## config.mk

```make
export PLATFORM = sky130hd
export DESIGN_NAME = mem_seq_fsm
export DESIGN_NICKNAME = d
export VERILOG_FILES = /design/src/rtl/mem_seq_fsm.sv
export SDC_FILE = /design/constraint.sdc
export NUM_CORES = 1
export LEC_CHECK = 0
export BUFFER_PORTS_ARGS = -buffer_cell sky130_fd_sc_hd__buf_2
export CORE_MARGIN = 10
export CORE_UTILIZATION = 53
export DETAILED_ROUTE_END_ITERATION = 6
export MAX_ROUTING_LAYER = met4
export PLACE_DENSITY = 0.86
export SYNTH_ARGS = -nofsm -noshare
export SYNTH_HDL_FRONTEND = slang
export SYNTH_SLANG_ARGS = --single-unit
```

## constraint.sdc

```tcl
create_clock -name clk -period 4.6 [get_ports clk]
set_input_delay 0.92 -clock clk [delete_from_list [all_inputs] [get_ports clk]]
set_output_delay 0.92 -clock clk [all_outputs]
set_load 0.02 [all_outputs]
```

## src/rtl/mem_seq_fsm.sv

```systemverilog
module mem_seq_fsm #(
  parameter int AW = 32,
  parameter logic [AW-1:0] RESET_PC = 'h1000,
  parameter logic [AW-1:0] HANDLER_PC = 'h100,
  parameter int ISTEP = 4
) (
  input  logic          clk,
  input  logic          rst_n,
  input  logic          activate,
  input  logic          suspend,
  input  logic          drain_req,
  output logic          drained,
  output logic          xlat_req,
  output logic          xlat_is_data,
  output logic [AW-1:0] xlat_vaddr,
  input  logic          xlat_done,
  input  logic          xlat_fault,
  input  logic [AW-1:0] xlat_paddr,
  output logic          i_req_valid,
  input  logic          i_req_ready,
  output logic [AW-1:0] i_req_addr,
  input  logic          i_retry,
  input  logic          i_rsp_valid,
  input  logic          i_rsp_nack,
  input  logic          i_rsp_mem,
  input  logic          i_rsp_write,
  input  logic [AW-1:0] i_rsp_daddr,
  output logic          d_req_valid,
  input  logic          d_req_ready,
  output logic [AW-1:0] d_req_addr,
  output logic          d_req_write,
  input  logic          d_retry,
  input  logic          d_rsp_valid,
  input  logic          d_rsp_nack,
  output logic          retire,
  output logic          fault,
  output logic [AW-1:0] pc,
  output logic          proto_err
);

  typedef enum logic [2:0] {
    S_IDLE, S_RUN, S_XLAT, S_IRETRY, S_IWAIT, S_DRETRY, S_DWAIT
  } st_t;

  localparam logic [AW-1:0] STEP = AW'(ISTEP);

  st_t           state;
  logic          xl_data;
  logic          mem_wr;
  logic [AW-1:0] daddr;
  logic [AW-1:0] paddr_q;
  logic          susp_pend;
  st_t           resume_st;
  logic          xl_ok;

  assign xl_ok        = (state == S_XLAT) && xlat_done && !xlat_fault;
  assign resume_st    = (susp_pend || suspend) ? S_IDLE : S_RUN;
  assign drained      = drain_req && (state == S_IDLE || state == S_RUN);
  assign xlat_req     = (state == S_XLAT);
  assign xlat_is_data = xl_data;
  assign xlat_vaddr   = xl_data ? daddr : pc;

  assign i_req_valid = (xl_ok && !xl_data)
                    || (state == S_IRETRY && i_retry)
                    || (state == S_IWAIT && i_rsp_valid && i_rsp_nack);
  assign d_req_valid = (xl_ok && xl_data)
                    || (state == S_DRETRY && d_retry)
                    || (state == S_DWAIT && d_rsp_valid && d_rsp_nack);
  assign i_req_addr  = (state == S_XLAT) ? xlat_paddr : paddr_q;
  assign d_req_addr  = (state == S_XLAT) ? xlat_paddr : paddr_q;
  assign d_req_write = mem_wr;

  always_ff @(posedge clk) begin
    if (!rst_n) begin
      state     <= S_IDLE;
      xl_data   <= 1'b0;
      mem_wr    <= 1'b0;
      daddr     <= '0;
      paddr_q   <= '0;
      susp_pend <= 1'b0;
      pc        <= RESET_PC;
      retire    <= 1'b0;
      fault     <= 1'b0;
      proto_err <= 1'b0;
    end else begin
      retire <= 1'b0;
      fault  <= 1'b0;
      if ((i_retry && state != S_IRETRY) || (d_retry && state != S_DRETRY))
        proto_err <= 1'b1;
      if (suspend && state != S_IDLE && state != S_RUN)
        susp_pend <= 1'b1;
      case (state)
        S_IDLE: if (activate) state <= S_RUN;
        S_RUN: begin
          if (suspend) state <= S_IDLE;
          else if (!drain_req) begin
            state   <= S_XLAT;
            xl_data <= 1'b0;
          end
        end
        S_XLAT: if (xlat_done) begin
          if (xlat_fault) begin
            fault     <= 1'b1;
            retire    <= xl_data;
            pc        <= HANDLER_PC;
            state     <= resume_st;
            susp_pend <= 1'b0;
          end else begin
            paddr_q <= xlat_paddr;
            if (xl_data) state <= d_req_ready ? S_DWAIT : S_DRETRY;
            else         state <= i_req_ready ? S_IWAIT : S_IRETRY;
          end
        end
        S_IRETRY: if (i_retry && i_req_ready) state <= S_IWAIT;
        S_IWAIT: if (i_rsp_valid) begin
          if (i_rsp_nack) begin
            if (!i_req_ready) state <= S_IRETRY;
          end else if (drain_req) begin
            state     <= resume_st;
            susp_pend <= 1'b0;
          end else if (i_rsp_mem) begin
            daddr   <= i_rsp_daddr;
            mem_wr  <= i_rsp_write;
            xl_data <= 1'b1;
            state   <= S_XLAT;
          end else begin
            retire    <= 1'b1;
            pc        <= pc + STEP;
            state     <= resume_st;
            susp_pend <= 1'b0;
          end
        end
        S_DRETRY: if (d_retry && d_req_ready) state <= S_DWAIT;
        S_DWAIT: if (d_rsp_valid) begin
          if (d_rsp_nack) begin
            if (!d_req_ready) state <= S_DRETRY;
          end else begin
            retire    <= 1'b1;
            pc        <= pc + STEP;
            state     <= resume_st;
            susp_pend <= 1'b0;
          end
        end
        default: state <= S_IDLE;
      endcase
    end
  end

  AST_IREFUSE_RETRY: assert property (@(posedge clk) disable iff (!rst_n)
    (i_req_valid && !i_req_ready) |=> (state == S_IRETRY && !i_req_valid) || i_retry);
  AST_DREFUSE_RETRY: assert property (@(posedge clk) disable iff (!rst_n)
    (d_req_valid && !d_req_ready) |=> (state == S_DRETRY && !d_req_valid) || d_retry);
  AST_IACCEPT_WAIT: assert property (@(posedge clk) disable iff (!rst_n)
    (i_req_valid && i_req_ready) |=> state == S_IWAIT);
  AST_DACCEPT_WAIT: assert property (@(posedge clk) disable iff (!rst_n)
    (d_req_valid && d_req_ready) |=> state == S_DWAIT);
  AST_INACK_RESEND: assert property (@(posedge clk) disable iff (!rst_n)
    (state == S_IWAIT && i_rsp_valid && i_rsp_nack) |-> i_req_valid && i_req_addr == paddr_q);
  AST_STRAY_RETRY: assert property (@(posedge clk) disable iff (!rst_n)
    (i_retry && state != S_IRETRY) |=> proto_err);
  AST_ERR_STICKY: assert property (@(posedge clk) disable iff (!rst_n)
    proto_err |=> proto_err);
  AST_DRAIN_QUIET: assert property (@(posedge clk) disable iff (!rst_n)
    drained |-> !xlat_req && !i_req_valid && !d_req_valid);
  AST_FETCH_FAULT: assert property (@(posedge clk) disable iff (!rst_n)
    (xlat_req && !xlat_is_data && xlat_done && xlat_fault) |=> fault && !retire && pc == HANDLER_PC);
  AST_DATA_FAULT: assert property (@(posedge clk) disable iff (!rst_n)
    (xlat_req && xlat_is_data && xlat_done && xlat_fault) |-> !d_req_valid);
  AST_SINGLE_PORT: assert property (@(posedge clk) disable iff (!rst_n)
    !(i_req_valid && d_req_valid));
  AST_IDLE_SUSPEND: assert property (@(posedge clk) disable iff (!rst_n)
    (state == S_IDLE && !activate) |=> state == S_IDLE);

endmodule

```

==> metrics, run 1 <==
status completed; die width 123 um; Initial Utilization 0.546; layout cells sized above 1 0.374; compound-cell area share of the yosys netlist 0.189; Worst-Margin Slew 1.24 ns; Die Y 123 um; top fanout value on the critical path 33; Slew HR 0.171; initial antenna violation count 0; endpoints failing setup 0; HPWL after detailed placement 12,200 um; DRC Markers 0; Cell variety after synth 61; most numerous cell in the Yosys netlist nand2_1; post-synthesis mux area share 0.130; top-area cell type share of the netlist area 0.364; drt pass-1 iters 5; port bufs 215; ys async rst share 0; DR vias 5,297; first-pass GRT wire length 25,900 um; dominant cell type by area after synthesis dfxtp_1; Avg WL per Cell 17.1 um; largest net degree at the start of global routing 45; IR drop worst, VDD 0.263 mV; critical path capture point type output pin; Post-synth EDFFs 0; GPL Wtd Cong 0.912; Tcrit/Tclk final 0.832; synth cell count leaders nand2_1 (160), dfxtp_1 (103), mux2_2 (59); largest family of logic cells by synthesized area simple AND/OR/NAND/NOR gates; DIE AREA 0.0152 sq mm; P per Cell Area 358 mW/mm^2; worst hold path class flop to flop; Synth Instances 673; Pleak 2.91 nW; Fmax achieved 261 MHz; CP peak stage delay 0.74 ns; Starting DRT DRC Count 448; hold_buf cts 0; core area 0.0104 sq mm; # Max-Cap Violations 0; Crit Path Category flop to output pin; grt total ovfl 0; Tot GR Track Use 0.213; Hold Vio Cnt, Final 0; crit path time final 3.83 ns; cell area after synthesis 0.00566 sq mm; Yosys warning total 0; Data required, critical path 3.68 ns; Layout Skew 0.00869 ns; clk slew on worst S/H paths 0.10 ns; CTS tree yes; setup TNS 0 ns; Via density 5.46; power consumption 2.41 mW; # nets final 911; root buffer cell clkbuf_8; Area growth, synth to finish 19.0%; # diodes 0; CP bufs+invs 2; CTS buffer count 9; RSZ-0062 raised after global routing false; post-CTS setup buffers 0; top cells by area, synth dfxtp_1 (36%), mux2_2 (12%), nand2_1 (11%), a21boi_0 (4.8%), buf_4 (4.6%); IO Count 218; vias in the first global route 5,239; simple-gate share of the synthesized area 0.211; CP startpoint kind flop; CTS Buffer Depth 2; CP cell instances nor3b_4, nand2_1, or2_1, buf_4, o211ai_1, buf_2; # H-tree levels 3; Post-Synth Adder-Cell Area 0.00221; Routed WL 16,600 um; Post-synth top flop dfxtp_1; antenna-violating nets left 0; FF+latch count, synth 103; Clock Sink Count 103; post-cts sizing count 0; Synth Area in XOR/XNOR 0.0232; Slew Limit Fails 0; Crit path max-delay family simple AND/OR/NAND/NOR gates; clk_lat worst skew 0.37 ns; FP Rows 37; Seq/Total Area, Yosys 0.364; crit path DAT 2.91 ns; Mean Syn Cell Area 8.41 sq um; critical path's slowest cell nor3b_4
[worst paths after layout]
kind	start	endpoint	slack, ns	cells after the start
max	state[1]$_SDFFE_PN0P_	i_req_valid	0.77	6
min	paddr_q[22]$_SDFFE_PN0P_	paddr_q[22]$_SDFFE_PN0P_	0.46	2
min reg2reg	paddr_q[22]$_SDFFE_PN0P_	paddr_q[22]$_SDFFE_PN0P_	0.46	2
max reg2reg	state[1]$_SDFFE_PN0P_	pc[5]$_SDFFE_PN0P_	1.32	5
[metrics by stage]
stage                     worst slack, ns  cells  utilization  instance area [sq um]  hold WS [ns]
after detailed placement             1.21    954        0.631                   6540         0.445
after global routing                0.514    970        0.650                   6740         0.477
after CTS                           0.788    970        0.650                   6740         0.458
after floorplan                      1.66    674            -                   5670         0.433
after global placement               1.29    954        0.631                   6540         0.441
final                               0.775    970        0.650                   6740         0.458
[layer usage]
metal  track usage  part of all wire  vias up
met5             -                 0        -
met4        0.0713             0.016        0
met3        0.0406             0.057       20
met2         0.353              0.51      188
met1         0.255              0.42     2486
li1              -                 -     2603
[layout make-up]
cell class / count / area [sq um]
multi-input combinational: 488 / 3170
fill: 928 / 3630
inverter: 7 / 26.3
tap: 136 / 170
sequential: 103 / 2060
clock inverter: 5 / 57.6
clock buffer: 11 / 141
timing repair buffer: 220 / 1110
[kinds of logic after synthesis]
family | count (synthesis)
AO/OA/AOI/OAI | 140
XOR/XNOR | 15
adder cells (fa/ha/maj) | 1
buffers and inverters | 83
flip-flops | 103
multiplexers | 66
other | 1
AND/OR/NAND/NOR | 264
[tightest hold or removal path: stages (launching register included)]
cell and delay (ns):
dfxtp_1 0.32, nand2_1 0.05, a21boi_1 0.05
[where the power goes]
group | internal [mW] | total [mW] | switching, mW
clock | 0.267 | 0.579 | 0.312
sequential | 0.925 | 0.988 | 0.0630
combinational | 0.322 | 0.842 | 0.520
[flip-flops by register name, indices dropped and copies added, names as in the netlist, 3 cells and up]
| name | count |
|---|---|
| daddr | 32 |
| paddr_q | 32 |
| pc | 30 |
| state | 3 |
[cells in the final DEF (no fill, tap or decap), drive strengths merged, types with 4 or more instances in the layout]
master,instances
nand4,11
a2111oi,7
clkbuf,11
mux2,59
a21boi,65
nand2,160
a21oi,21
a211oi,5
buf,220
dfxtp,103
mux2i,7
o21ai,13
nand3,19
or3,6
xnor2,11
and4,4
nand2b,6
nor2,27
nor2b,7
a21bo,4
xor2,4
clkinv,5
nand3b,6
inv,6
(Power assumes the default switching activity.)
==> run 2, diff against run 1 <==
--- a/config.mk
+++ b/config.mk
@@ -5,12 +5,13 @@
 export SDC_FILE = /design/constraint.sdc
 export NUM_CORES = 1
 export LEC_CHECK = 0
+export ABC_AREA = 1
 export BUFFER_PORTS_ARGS = -buffer_cell sky130_fd_sc_hd__buf_2
 export CORE_MARGIN = 10
-export CORE_UTILIZATION = 53
+export CORE_UTILIZATION = 45
 export DETAILED_ROUTE_END_ITERATION = 6
 export MAX_ROUTING_LAYER = met4
-export PLACE_DENSITY = 0.86
+export PLACE_DENSITY = 0.78
 export SYNTH_ARGS = -nofsm -noshare
 export SYNTH_HDL_FRONTEND = slang
 export SYNTH_SLANG_ARGS = --single-unit
==> constraint.sdc (replaced) <==
create_clock -name clk -period 3.15 [get_ports clk]
set_input_delay 0.63 -clock clk [delete_from_list [all_inputs] [get_ports clk]]
set_output_delay 0.63 -clock clk [all_outputs]
set_load 0.02 [all_outputs]
==> run 2 against run 1 <==
Effect of this change:
- the flow now finishes with violations (DRC)
- first-iteration DRC count is 23% higher
- register-to-register slack got worse by 0.54 ns
- flip-flop and latch count unchanged
- clock power is 100% higher
- routed wire length grew 5.5%
- sequential power up 51%
- sequential share of layout area shrank 0.26 points
- critical endpoint is now d_req_addr[31]
==> metrics, run 2 <==
post-cts sizing count 0 (unchanged); Hold Vio Cnt, Final 0 (unchanged); CP bufs+invs 2 (unchanged); critical path's slowest cell dfxtp_1; post-CTS setup buffers 0 (unchanged); FP Rows 40 (+8.1%); Initial Utilization 0.462 (-0.0837); Tcrit/Tclk final 0.899; CP startpoint kind flop; pre-CTS setup slack 0.691 ns (-0.515 ns); Routed WL 17,500 um (+5.5%); Fmax achieved 353 MHz; CP peak stage delay 0.60 ns (-0.14 ns); WP depth 6 (unchanged); Area growth, synth to finish 21.3%; hold_buf cts 0 (unchanged); Post-synth EDFFs 0 (unchanged); top fanout value on the critical path 68 (+110%); Post-Synth Adder-Cell Area 0.00223 (+0.0000247); Yosys warning total 0 (unchanged); end point of the critical path d_req_addr[31]; antenna-violating nets left 0 (unchanged); compound-cell area share of the yosys netlist 0.184 (-0.00570); CP cell instances nand2_1, nor2_4, buf_4, nand2_1, o21ai_0, buf_2; Data required, critical path 2.52 ns (-1.16 ns); Cell variety after synth 35 (-43%); clk slew on worst S/H paths 0.07 ns (-0.03 ns); HPWL after detailed placement 13,500 um (+11%); top-area cell type share of the netlist area 0.368 (+0.00407); setup TNS 0 ns (unchanged); CTS tree yes; ys async rst share 0 (unchanged); root buffer cell clkbuf_16; failing checks DRC; Starting DRT DRC Count 550 (+23%); Avg WL per Cell 14.6 um (-15%); initial antenna violation count 5 (+5); GPL Wtd Cong 0.879 (-3.5%); crit path DAT 2.20 ns (-0.71 ns); crit path time final 2.83 ns; DIE AREA 0.0173 sq mm (+14%); Worst R2R Start state[0]$_SDFFE_PN0P_; P per Cell Area 585 mW/mm^2 (+64%); cell area after synthesis 0.00560 sq mm (-1.1%); post-synthesis mux area share 0 (-0.130); # Max-Cap Violations 0 (unchanged); most common cell after layout, fill and taps aside buf_2; core area 0.0121 sq mm (+17%); IO Count 218 (unchanged); RR Endpoint pc[3]$_SDFFE_PN0P_; dominant cell type by area after synthesis dfxtp_1; grt total ovfl 0 (unchanged); Pleak 3.13 nW (+7.7%); Slew HR 0.391 (+0.220); Die Y 132 um (+6.6%); layout cells sized above 1 0.250 (-0.124); most numerous cell in the Yosys netlist nand2_1; Setup crit start state[1]$_SDFFE_PN0P_; RSZ-0062 raised after global routing false; Hold WS 0.448 ns (-0.00929 ns); worst hold path class flop to flop; Via density 4.95 (-9.3%); # H-tree levels 3 (unchanged); DRC Markers 3 (+3); Crit path max-delay family buffers and inverters; CTS Buffer Depth 2 (unchanged); largest registers daddr x32, paddr_q x32, pc x30; CP most frequent cell nand2_1; CTS buffer count 9 (unchanged); first-pass GRT wire length 27,700 um (+7.1%); Seq/Total Area, Yosys 0.368 (+0.00407); top cells by area, synth dfxtp_1 (37%), o21ai_0 (12%), nand2_1 (12%), nor2_1 (9.2%), inv_1 (6.2%); clk_lat worst skew 0.35 ns (-0.02 ns); DR vias 5,957 (+12%); status finished, violations left; reg-to-reg slack, setup 0.78 ns (-0.54 ns); simple-gate share of the synthesized area 0.291 (+0.0801); # nets final 1,107 (+22%); Mean Syn Cell Area 6.44 sq um (-23%); commonest cells after routing, fill and taps aside buf_2 (215), nand2_1 (172), nor2_1 (137), o21ai_0 (136), dfxtp_1 (102); Slew Limit Fails 0 (unchanged); FF+latch count, synth 103 (unchanged); Crit Path Category flop to output pin; die width 132 um (+6.6%); largest family of logic cells by synthesized area simple AND/OR/NAND/NOR gates; Tot GR Track Use 0.198 (-0.0157); Worst-Margin Slew 0.913 ns (-0.326 ns); Worst Setup Slack, final 0.318 ns (-0.457 ns); FF-to-FF path depth 9 (+4); Clock Sink Count 103 (unchanged); endpoints failing setup 0 (unchanged); Layout Skew 0.00842 ns (-0.000276 ns); IR drop worst, VDD 0.287 mV (+9.3%); critical path capture point type output pin; largest net degree at the start of global routing 70 (+56%); synth cell count leaders nand2_1 (172), nor2_1 (138), o21ai_0 (136); Hold Path Origin paddr_q[21]$_SDFFE_PN0P_; vias in the first global route 5,496 (+4.9%); port bufs 215 (unchanged); Synth Area in XOR/XNOR 0.00469 (-0.0185); Synth Instances 869 (+29%); Layout Utilization 0.561 (-0.0887); Post-synth top flop dfxtp_1; drt pass-1 iters 7 (+2)
[run 2: worst min-delay path by stage]
stage	cells after the start	to	slack [ns]
6_report	2	paddr_q[21]$_SDFFE_PN0P_	0.45
5_1_grt	2	paddr_q[17]$_SDFFE_PN0P_	0.47
4_1_cts	2	paddr_q[17]$_SDFFE_PN0P_	0.45
3_5_place_dp	2	paddr_q[17]$_SDFFE_PN0P_	0.44
3_3_place_gp	2	paddr_q[12]$_SDFFE_PN0P_	0.44
2_1_floorplan	2	paddr_q[10]$_SDFFE_PN0P_	0.42
[run 2: tightest hold or removal path: cells and delay by family (launching register included)]
kind | cells | cell delay, ns
flip-flops | 1 | 0.30
buffers and inverters | 1 | 0.05
AO/OA/AOI/OAI | 1 | 0.05
[run 2: final cells by class]
class                      instances  area (sq um)
inverter                          98           370
tap                              168           210
multi-input combinational        593          2710
fill                            1227          5320
clock buffer                      14           274
timing repair buffer             220          1110
antenna                            5          12.5
clock inverter                     2          37.5
sequential                       103          2060
[run 2: report_power, final]
part / internal (mW) / switching, mW
logic: 0.389 / 0.926
clock network: 0.683 / 0.493
registers: 1.38 / 0.106
total: 2.45 / 1.52
[run 2: per-stage QoR]
step | total power [mW] | instance area, sq um | instances
global route | 4.19 | 6800 | 1203
detailed placement | 2.83 | 6470 | 1182
finish | 3.98 | 6800 | 1203
global placement | 2.82 | 6470 | 1182
floorplan | 2.58 | 5600 | 870
CTS | 4.00 | 6780 | 1198
[run 2: cells by family (layout without fill, tap and decap cells)]
kind of cell	count (synthesis)	count (layout)
and+or+nand+nor	385	385
AOI/OAI and AO/OA	202	202
buffers and inverters	174	334
DFF	103	103
xor gates and xnor gates	3	3
adders and majority gates	1	1
other	1	7
[run 2: layer usage]
layer / vias up / wire length, um / global-route usage
met4: 0 / 332 / 0.0624
met5: - / 0 / -
met2: 239 / 8080 / 0.312
li1: 3068 / - / -
met3: 26 / 1390 / 0.0560
met1: 2624 / 7720 / 0.239
